--- config.mk ---
export PLATFORM = sky130hd
export DESIGN_NAME = fan_ctrl_top
export DESIGN_NICKNAME = d
export VERILOG_FILES = /design/src/rtl/fan_pkg.sv /design/src/rtl/i2c_target.sv /design/src/rtl/fan_pwm.sv /design/src/rtl/fan_tach.sv /design/src/rtl/fan_ctrl_top.sv
export SDC_FILE = /design/constraint.sdc
export NUM_CORES = 1
export LEC_CHECK = 0
export BUFFER_PORTS_ARGS = -buffer_cell sky130_fd_sc_hd__buf_2
export CAP_MARGIN = 40
export CELL_PAD_IN_SITES_DETAIL_PLACEMENT = 1
export CELL_PAD_IN_SITES_GLOBAL_PLACEMENT = 2
export CORE_ASPECT_RATIO = 1.4
export CORE_MARGIN = 1.5
export CORE_UTILIZATION = 47
export DETAILED_ROUTE_END_ITERATION = 6
export PLACE_DENSITY_LB_ADDON = 0.1
export SYNTH_ARGS = -nofsm -noshare
export SYNTH_HDL_FRONTEND = slang
export SYNTH_HIERARCHICAL = 1
export SYNTH_SLANG_ARGS = --single-unit
--- constraint.sdc ---
create_clock -name clk_i -period 4.25 [get_ports clk_i]
set_clock_uncertainty 0.1 [all_clocks]
set_input_delay 0.85 -clock clk_i [delete_from_list [all_inputs] [get_ports clk_i]]
set_output_delay 0.85 -clock clk_i [all_outputs]
set_load 0.02 [all_outputs]
--- src/rtl/fan_pkg.sv ---
package fan_pkg;
  localparam int NFAN      = 3;
  localparam int DUTY_MAX  = 100;
  localparam int DUTY_RST  = 30;

  typedef enum logic [2:0] {
    ST_IDLE, ST_DEV, ST_DEV_ACK, ST_RX, ST_RX_ACK, ST_TX, ST_TX_ACK
  } i2c_st_e;
endpackage

--- src/rtl/i2c_target.sv ---
module i2c_target import fan_pkg::*; #(
  parameter logic [6:0] DEV_ADDR = 7'h74
) (
  input  logic       clk_i,
  input  logic       rst_ni,
  input  logic       scl_i,
  input  logic       sda_i,
  output logic       sda_oe_o,
  output logic       wr_o,
  output logic [7:0] waddr_o,
  output logic [7:0] wdata_o,
  output logic [7:0] rptr_o,
  input  logic [7:0] rdata_i
);
  logic [1:0] scl_sync, sda_sync;
  logic       scl_q, sda_q;
  logic       scl_s, sda_s;
  logic       scl_rise, scl_fall, start_det, stop_det;

  i2c_st_e    st;
  logic [3:0] bitcnt;
  logic [7:0] shreg, txsh, ptr;
  logic       first_q, rw_q, nack_q, oe_q;

  always_ff @(posedge clk_i or negedge rst_ni) begin
    if (!rst_ni) begin
      scl_sync <= 2'b11;
      sda_sync <= 2'b11;
      scl_q    <= 1'b1;
      sda_q    <= 1'b1;
    end else begin
      scl_sync <= {scl_sync[0], scl_i};
      sda_sync <= {sda_sync[0], sda_i};
      scl_q    <= scl_sync[1];
      sda_q    <= sda_sync[1];
    end
  end

  assign scl_s     = scl_sync[1];
  assign sda_s     = sda_sync[1];
  assign scl_rise  = scl_s & ~scl_q;
  assign scl_fall  = ~scl_s & scl_q;
  assign start_det = scl_s & scl_q & sda_q & ~sda_s;
  assign stop_det  = scl_s & scl_q & ~sda_q & sda_s;

  always_ff @(posedge clk_i or negedge rst_ni) begin
    if (!rst_ni) begin
      st      <= ST_IDLE;
      bitcnt  <= '0;
      shreg   <= '0;
      txsh    <= '0;
      ptr     <= '0;
      first_q <= 1'b1;
      rw_q    <= 1'b0;
      nack_q  <= 1'b0;
      oe_q    <= 1'b0;
      wr_o    <= 1'b0;
      waddr_o <= '0;
      wdata_o <= '0;
    end else begin
      wr_o <= 1'b0;
      if (start_det) begin
        st      <= ST_DEV;
        bitcnt  <= '0;
        oe_q    <= 1'b0;
        first_q <= 1'b1;
      end else if (stop_det) begin
        st   <= ST_IDLE;
        oe_q <= 1'b0;
      end else begin
        unique case (st)
          ST_DEV, ST_RX: begin
            if (scl_rise) begin
              shreg  <= {shreg[6:0], sda_s};
              bitcnt <= bitcnt + 4'd1;
            end else if (scl_fall && bitcnt == 4'd8) begin
              if (st == ST_DEV) begin
                if (shreg[7:1] == DEV_ADDR) begin
                  st   <= ST_DEV_ACK;
                  oe_q <= 1'b1;
                  rw_q <= shreg[0];
                end else begin
                  st <= ST_IDLE;
                end
              end else begin
                st   <= ST_RX_ACK;
                oe_q <= 1'b1;
                if (first_q) begin
                  ptr     <= shreg;
                  first_q <= 1'b0;
                end else begin
                  wr_o    <= 1'b1;
                  waddr_o <= ptr;
                  wdata_o <= shreg;
                  ptr     <= ptr + 8'd1;
                end
              end
            end
          end
          ST_DEV_ACK: if (scl_fall) begin
            bitcnt <= '0;
            if (rw_q) begin
              st   <= ST_TX;
              txsh <= rdata_i;
              oe_q <= ~rdata_i[7];
              ptr  <= ptr + 8'd1;
            end else begin
              st   <= ST_RX;
              oe_q <= 1'b0;
            end
          end
          ST_RX_ACK: if (scl_fall) begin
            st     <= ST_RX;
            oe_q   <= 1'b0;
            bitcnt <= '0;
          end
          ST_TX: begin
            if (scl_rise) begin
              bitcnt <= bitcnt + 4'd1;
            end else if (scl_fall) begin
              if (bitcnt == 4'd8) begin
                st   <= ST_TX_ACK;
                oe_q <= 1'b0;
              end else begin
                txsh <= {txsh[6:0], 1'b0};
                oe_q <= ~txsh[6];
              end
            end
          end
          ST_TX_ACK: begin
            if (scl_rise) begin
              nack_q <= sda_s;
            end else if (scl_fall) begin
              if (!nack_q) begin
                st     <= ST_TX;
                bitcnt <= '0;
                txsh   <= rdata_i;
                oe_q   <= ~rdata_i[7];
                ptr    <= ptr + 8'd1;
              end else begin
                st <= ST_IDLE;
              end
            end
          end
          default: st <= ST_IDLE;
        endcase
      end
    end
  end

  assign sda_oe_o = oe_q;
  assign rptr_o   = ptr;


  oe_idle_chk: assert property (@(posedge clk_i) disable iff (!rst_ni)
    (st == ST_IDLE) |-> !sda_oe_o);

  oe_scl_high_chk: assert property (@(posedge clk_i) disable iff (!rst_ni)
    (scl_s && scl_q && !start_det && !stop_det) |=> $stable(sda_oe_o));

  wr_state_chk: assert property (@(posedge clk_i) disable iff (!rst_ni)
    wr_o |-> (st == ST_RX_ACK));
endmodule

--- src/rtl/fan_pwm.sv ---
module fan_pwm import fan_pkg::*; #(
  parameter int PWM_DIV = 100
) (
  input  logic       clk_i,
  input  logic       rst_ni,
  input  logic       en_i,
  input  logic [6:0] duty_i,
  output logic       pwm_o
);
  localparam int PW = (PWM_DIV > 1) ? $clog2(PWM_DIV) : 1;

  logic [PW-1:0] pre_q;
  logic [6:0]    step_q;
  logic          tick;

  assign tick = (pre_q == PW'(PWM_DIV - 1));

  always_ff @(posedge clk_i or negedge rst_ni) begin
    if (!rst_ni) begin
      pre_q  <= '0;
      step_q <= '0;
      pwm_o  <= 1'b0;
    end else begin
      pre_q <= tick ? '0 : pre_q + PW'(1);
      if (tick) step_q <= (step_q == 7'(DUTY_MAX - 1)) ? 7'd0 : step_q + 7'd1;
      pwm_o <= en_i && (step_q < duty_i);
    end
  end


  dis_low_chk: assert property (@(posedge clk_i) disable iff (!rst_ni)
    !en_i |=> !pwm_o);

  zero_low_chk: assert property (@(posedge clk_i) disable iff (!rst_ni)
    (duty_i == 7'd0) |=> !pwm_o);

  full_high_chk: assert property (@(posedge clk_i) disable iff (!rst_ni)
    (en_i && duty_i == 7'(DUTY_MAX)) |=> pwm_o);
endmodule

--- src/rtl/fan_tach.sv ---
module fan_tach #(
  parameter int CLK_HZ   = 1_000_000,
  parameter int TACH_PPR = 2
) (
  input  logic       clk_i,
  input  logic       rst_ni,
  input  logic       tach_i,
  output logic [7:0] rps_o
);
  localparam int GW  = (CLK_HZ > 1) ? $clog2(CLK_HZ) : 1;
  localparam int CWR = $clog2(CLK_HZ + 2);
  localparam int CW  = (CWR < 9) ? 9 : CWR;

  logic [1:0]    sync_q;
  logic          prev_q, fall;
  logic [GW-1:0] gate_q;
  logic          gate_end;
  logic [CW-1:0] cnt_q, quot;

  assign fall     = prev_q & ~sync_q[1];
  assign gate_end = (gate_q == GW'(CLK_HZ - 1));
  assign quot     = cnt_q / CW'(TACH_PPR);

  always_ff @(posedge clk_i or negedge rst_ni) begin
    if (!rst_ni) begin
      sync_q <= '0;
      prev_q <= 1'b0;
      gate_q <= '0;
      cnt_q  <= '0;
      rps_o  <= '0;
    end else begin
      sync_q <= {sync_q[0], tach_i};
      prev_q <= sync_q[1];
      gate_q <= gate_end ? '0 : gate_q + GW'(1);
      if (gate_end) begin
        cnt_q <= CW'(fall);
        rps_o <= (quot > CW'(255)) ? 8'hFF : quot[7:0];
      end else if (fall) begin
        cnt_q <= cnt_q + CW'(1);
      end
    end
  end


  rps_hold_chk: assert property (@(posedge clk_i) disable iff (!rst_ni)
    !gate_end |=> $stable(rps_o));
endmodule

--- src/rtl/fan_ctrl_top.sv ---
module fan_ctrl_top import fan_pkg::*; #(
  parameter logic [6:0] DEV_ADDR = 7'h74,
  parameter int CLK_HZ   = 1_000_000,
  parameter int PWM_DIV  = 100,
  parameter int TACH_PPR = 2
) (
  input  logic            clk_i,
  input  logic            rst_ni,
  input  logic            scl_i,
  input  logic            sda_i,
  output logic            sda_oe_o,
  input  logic [NFAN-1:0] tach_i,
  output logic [NFAN-1:0] pwm_o
);
  logic            wr;
  logic [7:0]      waddr, wdata, rptr, rdata;
  logic [NFAN-1:0] ctrl_q;
  logic [6:0]      duty_q [NFAN];
  logic [7:0]      rps    [NFAN];

  i2c_target #(.DEV_ADDR(DEV_ADDR)) u_i2c (
    .clk_i, .rst_ni, .scl_i, .sda_i, .sda_oe_o,
    .wr_o(wr), .waddr_o(waddr), .wdata_o(wdata),
    .rptr_o(rptr), .rdata_i(rdata)
  );

  always_ff @(posedge clk_i or negedge rst_ni) begin
    if (!rst_ni) begin
      ctrl_q <= '1;
      for (int i = 0; i < NFAN; i++) duty_q[i] <= 7'(DUTY_RST);
    end else if (wr) begin
      if (waddr == 8'd0) ctrl_q <= wdata[NFAN-1:0];
      for (int i = 0; i < NFAN; i++)
        if (waddr == 8'(i + 1))
          duty_q[i] <= (wdata > 8'(DUTY_MAX)) ? 7'(DUTY_MAX) : wdata[6:0];
    end
  end

  // Write and read views of offsets 1..NFAN differ: reads see speed.
  always_comb begin
    rdata = '0;
    if (rptr == 8'd0) rdata = 8'(ctrl_q);
    for (int i = 0; i < NFAN; i++)
      if (rptr == 8'(i + 1)) rdata = rps[i];
  end

  for (genvar g = 0; g < NFAN; g++) begin : g_fan
    fan_pwm #(.PWM_DIV(PWM_DIV)) u_pwm (
      .clk_i, .rst_ni, .en_i(ctrl_q[g]), .duty_i(duty_q[g]), .pwm_o(pwm_o[g])
    );
    fan_tach #(.CLK_HZ(CLK_HZ), .TACH_PPR(TACH_PPR)) u_tach (
      .clk_i, .rst_ni, .tach_i(tach_i[g]), .rps_o(rps[g])
    );

    duty_range_chk: assert property (@(posedge clk_i) disable iff (!rst_ni)
      duty_q[g] <= 7'(DUTY_MAX));
  end


  ctrl_wr_chk: assert property (@(posedge clk_i) disable iff (!rst_ni)
    (wr && waddr == 8'd0) |=> (ctrl_q == $past(wdata[NFAN-1:0])));
endmodule

Word level (Yosys, flattened, before mapping)
Index checks and enable logic that the tools add are counted.

Output and inout port bits: 4. Input port bits: 7. Register bits after elaboration: 279. Word-level logic and storage cells: 269.

Equal/unequal tests: 53. Magnitude comparators: 7. Reduce and logical (&&, ||, !) cells: 32. Multiplexer cells: 95. $add $sub $neg: 14. Bitwise logic cells: 24.

Operator list (number): two-way mux 20 bit (9); adder 20 x 1 -> 20 bit (second input constant) (6); two-way mux 8 bit (15); two-way mux 7 bit (15); == test 20 bit (second input constant) (3); greater-than comparator 19 x 8 -> 1 bit (second input constant) (3); == test 7 bit (second input constant) (7); two-way mux 3 bit (15); adder 7 x 1 -> 7 bit (second input constant) (6); AND reduction 11 bit (3); == test 8 x 2 -> 1 bit (second input constant) (4); two-way mux 1 bit (28); two-way mux 4 bit (7); != test 4 x 1 -> 1 bit (second input constant) (6); case mux 8 bit (3 select lines) (1); less-than comparator 7 bit (3); case mux 7 bit (3 select lines) (1); AND reduction 7 bit (3); == test 8 x 1 -> 1 bit (second input constant) (2); zero test 8 bit (2); case mux 3 bit (5 select lines) (1); != test 2 x 1 -> 1 bit (second input constant) (7); != test 2 bit (second input constant) (7); inverter 1 bit (14); other kinds (28) (57).

Depth between registers and ports, before layout
Depth in word-level cells: 12. Depth in mapped cells: 7. Mapped depth without buffers: 6.

Cells and area by module
Netlist, hierarchy kept.

Modules (own cells, without submodules): fan_tach (g_fan[0].u_tach ...) (sequential area each 1276.2 um2, cells an instance 227, area each 2402.3 um2, instances 2); i2c_target (sequential area each 1435.1 um2, cells an instance 246, area each 2847.7 um2, instances 1); fan_pwm (sequential area each 375.4 um2, cells an instance 84, area each 890.9 um2, instances 3); fan_tach (g_fan[2].u_tach) (sequential area each 1276.2 um2, cells an instance 239, area each 2457.4 um2, instances 1); fan_ctrl_top (sequential area each 619.3 um2, cells an instance 92, area each 1276.2 um2, instances 1).

Worst setup path after synthesis
No wires, ideal clock.

Kind: reg2reg. Start point: register g_fan[2].u_tach.gate_q[0]. End point: register g_fan[2].u_tach.rps_o[1]. Path buffers: 1. Data arrival time: 1.831 ns. Required time: 4.031 ns. Path slack: 2.201 ns. Setup time: 0.119 ns. Cell stages (with the launch flop): 7. Period minus slack after synthesis: 2.049 ns. Cells stage by stage: dfrtp_1 > ha_1 > nand3_2 > or3_1 > buf_2 > or4_1 > o21a_1.

Longest elaborated chain between the ends: 1.

Ends and longest elaborated chain: from (decl) (RTL line fan_tach.sv:16) `logic [GW-1:0] gate_q;`; from (signal assigned) (RTL line fan_tach.sv:34) `gate_q <= gate_end ? '0 : gate_q + GW'(1);`; == test 20 bit (RTL line fan_tach.sv:21) `assign gate_end = (gate_q == GW'(CLK_HZ - 1));`; to (signal assigned) (RTL line fan_tach.sv:37) `rps_o <= (quot > CW'(255)) ? 8'hFF : quot[7:0];`; to (decl) (RTL line fan_tach.sv:8) `output logic [7:0] rps_o`.

No other way between the ends. A chain may end at the register's enable or synchronous reset.

Worst setup path after layout
Start point: register g_fan[0].u_tach.gate_q[0]. End point: register g_fan[0].u_tach.cnt_q[11].

Longest elaborated chain between the ends: 2. Elaborated cells between the ends (all ways): 3. Classes of those cells: eq/ne: 1; mux: 1; reduce/logical: 1.

Ends and longest elaborated chain: from (decl) (RTL line fan_tach.sv:16); from (signal assigned) (RTL line fan_tach.sv:34); == test 20 bit * (RTL line fan_tach.sv:21); two-way mux 20 bit / nonzero test 2 bit (equally long branches); to (signal assigned) (RTL line fan_tach.sv:36) `cnt_q <= CW'(fall);`; to (signal assigned) (RTL line fan_tach.sv:39) `cnt_q <= cnt_q + CW'(1);`; to (decl) (RTL line fan_tach.sv:18) `logic [CW-1:0] cnt_q, quot;`.

Mark *: on every way between the ends. The rest lies on a longest branch, timed or not.

==> reports/summary.txt <==
TIMING
------------------------------------------------------------------------------------------------------
Setup Total Neg Slack                                                                             0 ns
Final Hold Violating Endpoints                                                                       0
Slew at the pin closest to its max-slew limit                                                 0.814 ns
Max-slew violation total from the final report                                                       0
Slack of the critical path                                                                     1.65 ns
Slew headroom                                                                                    0.453
Hold Slack                                                                                    0.165 ns
Portion of the clock cycle consumed by the worst path in the final layout                        0.613
Number of endpoints failing setup at the final stage                                                 0
Unrepaired setup endpoints after global routing                                                     no
Upper clock frequency limit                                                                    384 MHz
Final min period                                                                               2.60 ns

LAYOUT
------------------------------------------------------------------------------------------------------
Fillers                                                                                           3158
Share of final-layout standard cells stronger than drive strength 1                              0.171
Post-route cell area                                                                         15500 µm²
Total Nets Final                                                                                  1336
Diodes inserted                                                                                      0
Sequential standard cell area                                                                 7010 µm²
Area delta synth->final                                                                          9.99%
Combined area of the multi-input logic cells                                                  6630 µm²

SYNTHESIS
------------------------------------------------------------------------------------------------------
Cell area after technology mapping                                                           14100 µm²
Average size of a mapped cell                                                                 11.0 µm²
Mapped Nets                                                                                       1323
Sequential element share of the synthesized area                                                 0.499
Most common flop cell mapped by yosys                                                          dfrtp_1
Yosys warns                                                                                          6
Async set or reset register ratio after synthesis                                                 1.00
Post-Syn Instances                                                                                1283
Synthesized flop and latch total                                                                   279
Number of flops mapped to enable cells by yosys                                                      0
Synth cell types                                                                                    88

GLOBAL ROUTING
------------------------------------------------------------------------------------------------------
Number of global-route vias before repair                                                        10500
Number of antenna violations at the first check in global routing                                    0
Global-route wire length before repair                                                         52.8 mm
Global routing usage summed across all routing layers                                            0.206
GR Overflow Total                                                                                    0
Maximum number of pins on one net before global-route repair                                        80

POWER
------------------------------------------------------------------------------------------------------
Leak pwr                                                                                       6.75 nW
Pwr dens                                                                                    374 nW/µm²
Total Power Consumption                                                                        5.79 mW
Max VDD drop                                                                                0.000286 V

CRITICAL PATH
------------------------------------------------------------------------------------------------------
Arrival time reported for the critical path endpoint                                           2.93 ns
Type of element launching the critical path                                                   register
Slowest cell on the critical path                                                               nor2_2
Worst flop-to-flop path startpoint                                                        g_fan[0].u_tach/gate_q[0]
Startpoint of the worst setup timing path                                                 g_fan[0].u_tach/gate_q[0]
Worst Path Class, Setup                                                                        reg2reg
Register-to-Register Setup Slack                                                               1.65 ns
Worst Reg2Reg Path Length in Cells                                                                   6
Cell chain of the critical path                                                           ha_1 -> nand3_2 -> or3_1 -> nor2_2 -> buf_4 -> nor2_1
Kind of end point of the critical path                                                        register
Largest fanout of any net on the critical path                                                      20
Worst reg2reg endpoint                                                                    g_fan[0].u_tach/cnt_q[11]
Largest stage delay on the critical path                                                       0.58 ns
Data required time of the critical path                                                        4.58 ns

DETAILED ROUTING
------------------------------------------------------------------------------------------------------
Residual DRC                                                                                         0
DRC violation total after the first TritonRoute iteration                                          344
Routed WL per cell                                                                             18.1 µm
Detailed-route wire length                                                                     30.8 mm
ANT nets after route                                                                                 0
Via count                                                                                         9782
Wire length on met1                                                                            13.1 mm
Detailed-routed wire length on met2                                                            16.4 mm
Met3 routed wirelength                                                                          730 µm
Pre-antenna DRT Iters                                                                                4
Top routing layer in use                                                                          met4
Average vias per placed instance                                                                  5.75

CLOCK TREE
------------------------------------------------------------------------------------------------------
Resized Gates After CTS                                                                              0
TritonCTS Buffers                                                                                   30
Number of levels the H-tree was split into                                                           1
Clock transition at the register clock pins on the worst setup and hold paths after CTS        0.06 ns
Master cell of the clock root buffer                                                         clkbuf_16
Insertion delay to the later sink of the worst-skew pair                                       0.58 ns
TritonCTS clock tree                                                                               yes
Number of setup buffers added after CTS                                                              0
CTS Hold Bufs                                                                                        0
Maximum count of clock buffers along a single path                                                   3
Num Clock Sinks                                                                                    279

PLACED DESIGN
------------------------------------------------------------------------------------------------------
Buffers on Ports                                                                                    10
Pre-CTS setup slack                                                                            1.64 ns
Total half-perimeter wirelength after legalization and detailed placement                      21.2 mm
Global placer's final weighted congestion                                                        0.756
Area post-placement                                                                          14400 µm²

FLOORPLANNING
------------------------------------------------------------------------------------------------------
Horizontal extent of the die                                                                    149 µm
Die Area                                                                                     31000 µm²
Initial core utilization                                                                         0.479
Placeable core region                                                                        29400 µm²
Height of the die                                                                               208 µm
Count of standard-cell rows                                                                         74
Total I/O pin count                                                                                 11

WORST HOLD PATH
------------------------------------------------------------------------------------------------------
Path category of the worst min-delay check                                                    in2async

RUN
------------------------------------------------------------------------------------------------------
Maximum Capacitance Violations                                                                       0

OUTCOME
------------------------------------------------------------------------------------------------------
Result of the run                                                                         finished, final reports clean

## where the power goes
group          switching (mW)  internal, mW  leakage, nW
Combinational           0.170        0.0999         2.57
Clock                    1.06          1.59        0.498
Sequential              0.123          2.75         3.68
## logic make-up (layout without fill, tap and decap cells)
| kind of cell | count (synthesis) | count (layout) | synth area share |
|---|---|---|---|
| muxes | 75 | 75 | 0.0618 |
| adders and majority gates | 33 | 33 | 0.0294 |
| and+or+nand+nor | 521 | 521 | 0.227 |
| AOI/OAI and AO/OA | 198 | 198 | 0.0956 |
| DFF | 279 | 279 | 0.499 |
| buffers and inverters | 87 | 124 | 0.0301 |
| xor gates and xnor gates | 90 | 90 | 0.0577 |
## synthesized netlist by cell type (12+ instances only)
library cell,count,area [µm²]
a21oi_1,38,190
and3_1,18,113
buf_2,16,80.1
dfrtp_1,257,6430
dfstp_2,22,578
ha_1,33,413
inv_1,52,195
mux2_2,61,687
nand2_1,76,285
nand2b_1,14,87.6
nand3_1,66,330
nand4_1,29,181
nor2_1,91,342
nor2b_1,12,75.1
nor3_1,27,135
nor4_1,33,206
o21a_1,25,188
o21ai_0,40,200
o31ai_1,13,97.6
or3_1,25,156
or4_1,34,255
xnor2_1,58,508
xor2_1,29,254
## through the flow
stage                     utilization  instances
after CTS                       0.527       1700
after detailed placement        0.492       1644
after global placement          0.492       1644
final                           0.527       1700
after floorplan                     -       1283
after global routing            0.527       1700
## state kept, by name, indices dropped and copies added, names as in the netlist, 21 cells and up
name                 cells
g_fan.u_pwm/step_q      21
g_fan.u_tach/gate_q     60
g_fan.u_tach/cnt_q      60
g_fan.u_pwm/pre_q       21
g_fan.u_tach/rps_o      24
duty_q                  21
## layer usage
layer / vias up / track usage
li1: 4695 / -
met2: 73 / 0.382
met3: 35 / 0.0273
met5: - / 0
met1: 4979 / 0.248
met4: 0 / 0.0516
## worst max-delay path: cells and delay by family, from the launching register on
family	cells	cell delay, ns
flip-flops	1	0.41
buffers and inverters	1	0.38
AND/OR/NAND/NOR	4	1.36
adder cells (fa/ha/maj)	1	0.22
## layout make-up
type / instances / share of cell area
clock buffers: 53 / 0.0626
inverters: 52 / 0.0126
flip-flops and latches: 279 / 0.453
multi-input cells: 917 / 0.429
well taps: 380 / 0.0307
clock inverters: 3 / 0.00299
repair buffers: 16 / 0.00922
## worst max path at each step
stage                                      endpoint  slack (ns)  depth (start not counted)
after global placement     g_fan[0].u_tach/cnt_q[1]        1.74                          5
after detailed placement  g_fan[0].u_tach/cnt_q[11]        1.64                          6
final                     g_fan[0].u_tach/cnt_q[11]        1.65                          6
after CTS                 g_fan[0].u_tach/cnt_q[11]        1.61                          6
after floorplan            g_fan[2].u_tach/rps_o[1]        2.20                          6
after global routing       g_fan[0].u_tach/rps_o[2]        1.43                          5
## layout by cell type (no fill, tap or decap), drive strengths merged, types with 35 or more instances in the layout
cell type	n
o21ai	42
a21oi	42
clkbuf	53
xnor2	61
mux2	64
nor2	95
nor4	35
nand2	80
inv	53
dfrtp	257
nand3	72
or4	40
(Power assumes the default switching activity.)
